===== src/rtl/irqc_pkg.sv =====
package irqc_pkg;
  localparam int ADDR_W = 8;
  localparam int PRIO_W = 4;

  localparam logic [ADDR_W-1:0] A_PEND   = 8'h00;
  localparam logic [ADDR_W-1:0] A_MASK   = 8'h04;
  localparam logic [ADDR_W-1:0] A_IRQN   = 8'h08;
  localparam logic [ADDR_W-1:0] A_FIQN   = 8'h0C;
  localparam logic [ADDR_W-1:0] A_SWTRIG = 8'h10;
  localparam logic [ADDR_W-1:0] A_GDIS   = 8'h14;
  localparam logic [ADDR_W-1:0] A_CFG    = 8'h40;

  localparam logic [31:0] NO_SRC = 32'h0000_00FF;

  // per-source configuration word: bit0 edge mode, bits 4:1 priority, bit5 fast route
  typedef struct packed {
    logic              to_fiq;
    logic [PRIO_W-1:0] prio;
    logic              edge_mode;
  } src_cfg_t;

  localparam int CFG_W = $bits(src_cfg_t);
endpackage


===== src/rtl/irqc_pend.sv =====
module irqc_pend #(
  parameter int NSRC = 16
) (
  input  logic            clk,
  input  logic            rst_n,
  input  logic [NSRC-1:0] req,
  input  logic [NSRC-1:0] edge_mode,
  input  logic [NSRC-1:0] clr,
  output logic [NSRC-1:0] pend
);
  logic [NSRC-1:0] prev_q;
  logic [NSRC-1:0] set_v;

  always_comb begin
    for (int i = 0; i < NSRC; i++) begin
      set_v[i] = edge_mode[i] ? (req[i] & ~prev_q[i]) : req[i];
    end
  end

  always_ff @(posedge clk or negedge rst_n) begin
    if (!rst_n) begin
      prev_q <= '0;
      pend   <= '0;
    end else begin
      prev_q <= req;
      // a new request in the same cycle outranks any clear
      pend   <= (pend & ~clr) | set_v;
    end
  end
endmodule


===== src/rtl/irqc_arb.sv =====
module irqc_arb #(
  parameter int NSRC   = 16,
  parameter int PRIO_W = 4,
  localparam int ID_W  = (NSRC > 1) ? $clog2(NSRC) : 1
) (
  input  logic [NSRC-1:0]        elig,
  input  logic [NSRC*PRIO_W-1:0] prio_flat,
  output logic                   hit,
  output logic [ID_W-1:0]        win
);
  logic [PRIO_W-1:0] best_p;

  always_comb begin
    hit    = 1'b0;
    win    = '0;
    best_p = '1;
    for (int i = 0; i < NSRC; i++) begin
      // strict compare keeps the lower index on equal priority
      if (elig[i] && (!hit || prio_flat[i*PRIO_W +: PRIO_W] < best_p)) begin
        hit    = 1'b1;
        win    = ID_W'(i);
        best_p = prio_flat[i*PRIO_W +: PRIO_W];
      end
    end
  end
endmodule


===== src/rtl/irqc_top.sv =====
module irqc_top
  import irqc_pkg::*;
#(
  parameter int NSRC = 16
) (
  input  logic              clk,
  input  logic              rst_n,
  input  logic [NSRC-1:0]   ext_req,
  input  logic [ADDR_W-1:0] bus_addr,
  input  logic              bus_wr,
  input  logic [31:0]       bus_wdata,
  input  logic              bus_rd,
  output logic [31:0]       bus_rdata,
  output logic              irq_out,
  output logic              fiq_out,
  output logic              handler_off
);
  localparam int ID_W = (NSRC > 1) ? $clog2(NSRC) : 1;
  localparam int NROUTE = 2;

  src_cfg_t        cfg_q [NSRC];
  logic [NSRC-1:0] mask_q, swtrig_q, pend_q;
  logic            gdis_q;

  logic [NSRC-1:0]        edge_vec, fiq_vec, clr_vec, ack_vec, elig_base;
  logic [NSRC*PRIO_W-1:0] prio_flat;
  logic [NROUTE-1:0][NSRC-1:0] elig_rt;
  logic [NROUTE-1:0]           hit_rt, rd_num;
  logic [NROUTE-1:0][ID_W-1:0] win_rt;

  logic [ADDR_W-1:0] cfg_off;
  logic              cfg_sel;
  logic [31:0]       rd_val;

  assign cfg_off = bus_addr - A_CFG;
  assign cfg_sel = (bus_addr >= A_CFG) && (cfg_off[1:0] == 2'b00) &&
                   (cfg_off[ADDR_W-1:2] < (ADDR_W-2)'(NSRC));

  for (genvar i = 0; i < NSRC; i++) begin : g_unpack
    assign edge_vec[i] = cfg_q[i].edge_mode;
    assign fiq_vec[i]  = cfg_q[i].to_fiq;
    assign prio_flat[i*PRIO_W +: PRIO_W] = cfg_q[i].prio;
  end

  // register file
  always_ff @(posedge clk or negedge rst_n) begin
    if (!rst_n) begin
      mask_q   <= '1;
      swtrig_q <= '0;
      gdis_q   <= 1'b0;
      for (int i = 0; i < NSRC; i++) cfg_q[i] <= '0;
    end else if (bus_wr) begin
      if (bus_addr == A_MASK)   mask_q   <= bus_wdata[NSRC-1:0];
      if (bus_addr == A_SWTRIG) swtrig_q <= bus_wdata[NSRC-1:0];
      if (bus_addr == A_GDIS)   gdis_q   <= bus_wdata[0];
      for (int i = 0; i < NSRC; i++) begin
        if (cfg_sel && cfg_off[ADDR_W-1:2] == (ADDR_W-2)'(i))
          cfg_q[i] <= src_cfg_t'(bus_wdata[CFG_W-1:0]);
      end
    end
  end

  // capture of merged requests
  assign clr_vec = ((bus_wr && bus_addr == A_PEND) ? ~bus_wdata[NSRC-1:0] : '0) | ack_vec;

  irqc_pend #(.NSRC(NSRC)) u_pend (
    .clk       (clk),
    .rst_n     (rst_n),
    .req       (ext_req | swtrig_q),
    .edge_mode (edge_vec),
    .clr       (clr_vec),
    .pend      (pend_q)
  );

  // eligibility and one arbiter per route (0 = IRQ, 1 = FIQ)
  assign elig_base  = pend_q & ~mask_q & {NSRC{~gdis_q}};
  assign elig_rt[0] = elig_base & ~fiq_vec;
  assign elig_rt[1] = elig_base & fiq_vec;
  assign rd_num[0]  = bus_rd && (bus_addr == A_IRQN);
  assign rd_num[1]  = bus_rd && (bus_addr == A_FIQN);

  for (genvar r = 0; r < NROUTE; r++) begin : g_route
    irqc_arb #(.NSRC(NSRC), .PRIO_W(PRIO_W)) u_arb (
      .elig      (elig_rt[r]),
      .prio_flat (prio_flat),
      .hit       (hit_rt[r]),
      .win       (win_rt[r])
    );
  end

  always_comb begin
    ack_vec = '0;
    for (int r = 0; r < NROUTE; r++) begin
      if (rd_num[r] && hit_rt[r]) ack_vec[win_rt[r]] = 1'b1;
    end
  end

  // read path
  always_comb begin
    rd_val = '0;
    unique case (bus_addr)
      A_PEND:  rd_val[NSRC-1:0] = pend_q;
      A_MASK:  rd_val[NSRC-1:0] = mask_q;
      A_IRQN:  rd_val = hit_rt[0] ? 32'(win_rt[0]) : NO_SRC;
      A_FIQN:  rd_val = hit_rt[1] ? 32'(win_rt[1]) : NO_SRC;
      A_GDIS:  rd_val[0] = gdis_q;
      default: begin
        for (int i = 0; i < NSRC; i++) begin
          if (cfg_sel && cfg_off[ADDR_W-1:2] == (ADDR_W-2)'(i))
            rd_val[CFG_W-1:0] = cfg_q[i];
        end
      end
    endcase
  end

  always_ff @(posedge clk or negedge rst_n) begin
    if (!rst_n)      bus_rdata <= '0;
    else if (bus_rd) bus_rdata <= rd_val;
    else             bus_rdata <= '0;
  end

  assign irq_out     = hit_rt[0];
  assign fiq_out     = hit_rt[1];
  assign handler_off = gdis_q;
endmodule


===== config.mk =====
export PLATFORM = sky130hd
export DESIGN_NAME = irqc_top
export DESIGN_NICKNAME = d
export VERILOG_FILES = /design/src/rtl/irqc_pkg.sv /design/src/rtl/irqc_pend.sv /design/src/rtl/irqc_arb.sv /design/src/rtl/irqc_top.sv
export SDC_FILE = /design/constraint.sdc
export NUM_CORES = 1
export LEC_CHECK = 0
export BUFFER_PORTS_ARGS = -buffer_cell sky130_fd_sc_hd__clkbuf_2
export CORE_UTILIZATION = 60
export CTS_CLUSTER_SIZE = 14
export DETAILED_ROUTE_END_ITERATION = 6
export PLACE_DENSITY_LB_ADDON = 0.08
export SLEW_MARGIN = 20
export SYNTH_ARGS = -nofsm -noshare
export SYNTH_HDL_FRONTEND = slang
export SYNTH_SLANG_ARGS = --single-unit

===== constraint.sdc =====
create_clock -name clk -period 29.8 [get_ports clk]
set_input_delay 1.49 -clock clk [delete_from_list [all_inputs] [get_ports clk]]
set_output_delay 1.49 -clock clk [all_outputs]
set_load 0.02 [all_outputs]

==> reports/metrics.csv <==
stage,metric,value,unit
floorplan,Die W,155,microns
yosys,Post-synth top cells,"dfrtp_1, mux2_2, nor2_1",
sta,Peak Freq,37.7,MHz
grt,GRT Total Usage,0.390,
grt,vias in the first global route,12300,
sta,post-route minimum period,26.55,ns
cts,CTS Buf Count,17,
cts,CTS root buf,clkbuf_16,
worst_setup_path,worst path required time,30.11,ns
drt,Total Routed Length,46.4,mm
grt,antenna violations before repair,0,
yosys,Mean Syn Cell Area,8.87,sq um
worst_setup_path,critical path data arrival time,26.85,ns
finish,Area growth syn-to-layout,7.74,%
drt,drc violations,2,
sta,Hold WS,0.483,ns
drt,Final ANT Viol Nets,0,
sta,"Hold Vio Cnt, Final",0,
place,GP Congestion,1.03,
sta,fin. max-slew vios,0,
floorplan,die height,155,microns
cts,htree depth,4,
yosys,"top cells by area, synth","dfrtp_1, mux2_2, ha_1",
sta,setup TNS,0,ns
yosys,number of synthesized flops with an enable pin,0,
worst_setup_path,Worst Setup End Kind,flip-flop,
sta,Slew headroom,0.350,
yosys,sequential share of the synthesized area,0.316,
floorplan,core region area,22800,sq um
grt,largest net degree at the start of global routing,105,
yosys,cell with the most instances after synthesis,dfrtp_1,
drt,wire per inst,23.9,microns
sta,Clock Skew,0.0193,ns
yosys,Post-Syn Instances,1587,
worst_setup_path,CP max-delay cell,o311ai_0,
job,MaxCap Viol Count,0,
cts,Num Clock Sinks,177,
yosys,"Top FF cell, synth",dfrtp_1,
drt,total number of vias,13300,
cts,"Reg clk slew, reported paths",0.09,ns
worst_setup_path,Critical Setup Path Class,reg -> reg,
worst_setup_path,CP dominant cell by count,ha_1,
sta,final setup vio count,0,
cts,Worst-Skew Late Latency,0.45,ns
worst_setup_path,crit start category,flip-flop,
finish,number of nets in the layout,1743,
cts,CTS tree,built,
sta,Tightest Pin Transition,0.961,ns
finish,Final Instance Area,15200,sq um
grt,first-pass GRT wire length,71.0,mm
sta,Worst Slack Setup Final,3.25,ns
cts,cts hold-fix bufs,0,
yosys,Async SR Flop Fraction,1.00,
finish,layout cells sized above 1,0.205,
place,Port Buffers,62,
sta,period utilization,0.891,
cts,postcts setup bufs,0,
yosys,Synth Cell Area,14100,sq um
floorplan,Initial Util,0.616,
outcome,outcome,"finished, violations left",
place,post-DP HPWL,34.9,mm
worst_setup_path,R2R setup slack,3.25,ns
yosys,Yosys Warn Count,0,
cts,Max clock buf depth,2,
drt,drt first pass iters,7,
drt,Via-to-Cell Ratio,6.83,
grt,Overflow after GRT,0,
floorplan,Die Area,24100,sq um
cts,post-CTS sizing,0,
worst_setup_path,"Largest stage delay, worst path",0.79,ns
yosys,Synth Register Bits,177,
finish,ANT cells,0,
sta,RSZ-0062 raised after global routing,no,
yosys,distinct cell type count after synthesis,105,
yosys,"area leader, netlist",dfrtp_1,
worst_setup_path,CP max FO,11,
outcome,violated checks,design-rule violations,
place,Place WS,4.15,ns
yosys,share of the synthesized area in the top cell type,0.286,
min_path,Hold Path Class,reg -> reg,
place,post-placement cell area,14600,sq um
floorplan,io pins,95,
floorplan,num rows,55,
drt,DRT iter0 DRCs,1570,
-- critical path: cells and delay by family (launching register included) --
family          cells  cell delay (ns)
compound gates     44            11.11
fa+ha+maj          15             4.29
buf+inv            10             0.80
flops               1             0.51
mux                 9             2.64
simple gates       36             7.04
-- layout by cell type (no fill, tap or decap), types with 19 or more instances in the layout --
| cell type | netlist | final |
|---|---|---|
| o21a_1 | 25 | 25 |
| nand2_1 | 142 | 142 |
| a21oi_1 | 83 | 83 |
| clkbuf_2 | 0 | 61 |
| o21ai_0 | 101 | 101 |
| a211oi_1 | 19 | 19 |
| dfrtp_1 | 161 | 161 |
| and3_1 | 20 | 20 |
| nand3_1 | 44 | 44 |
| nor3_1 | 26 | 26 |
| nand2b_1 | 19 | 19 |
| mux2_2 | 148 | 148 |
| nor2_1 | 144 | 144 |
| a22oi_1 | 22 | 22 |
| a21o_1 | 22 | 22 |
| mux2i_1 | 24 | 24 |
| ha_1 | 64 | 64 |
| or2_2 | 28 | 28 |
| inv_1 | 77 | 77 |
-- cells by family (layout without fill, tap and decap cells) --
family                   count (synthesis)  after routing  share of synthesized area
AO/OA/AOI/OAI                          481            481                      0.243
XOR/XNOR                                 6              6                    0.00373
adder cells (fa/ha/maj)                 71             71                     0.0619
buffers and inverters                  149            179                     0.0464
flip-flops                             177            177                      0.316
multiplexers                           174            174                      0.138
other                                    1             16                   0.000266
AND/OR/NAND/NOR                        528            528                      0.191
-- layout make-up --
class                      instances  area, sq um
tap                              313          392
fill                            1922         7680
clock inverter                    14          170
timing repair buffer              70          379
inverter                          77          289
clock buffer                      18          439
multi-input combinational       1276         9050
sequential                       177         4450
-- registers in the layout, summed over array words and instances, names as in the netlist --
register and flops:
swtrig_q 16, u_pend.pend 16, bus_rdata 16, u_pend.prev_q 16
mask_q 16, handler_off 1, cfg_q 96
-- through the flow --
step,utilization,std cells
finish,0.664,1945
global route,0.664,1945
CTS,0.664,1945
detailed placement,0.637,1913
global placement,0.637,1913
floorplan,-,1602
-- path summary, 6_finish.rpt --
path | depth (start not counted) | from | to
max reg2reg | 114 | cfg_q[95] | u_pend.pend[7]
max in group asynchronous | 2 | rst_n | cfg_q[52]
min in group asynchronous | 1 | rst_n | cfg_q[15]
min reg2reg | 1 | swtrig_q[7] | u_pend.prev_q[7]
max | 114 | cfg_q[95] | u_pend.pend[7]
min | 1 | swtrig_q[7] | u_pend.prev_q[7]
-- routing by layer --
metal	up-vias	global-route usage	wire, microns
met5	-	0	0
met4	0	0.0948	958
met3	89	0.0741	4530
met2	718	0.592	20300
met1	6445	0.572	20600
li1	6033	-	-
Power is left out: the tool's default activity adds up to more than one toggle a clock period on the data nets, which glitch-free logic cannot reach.
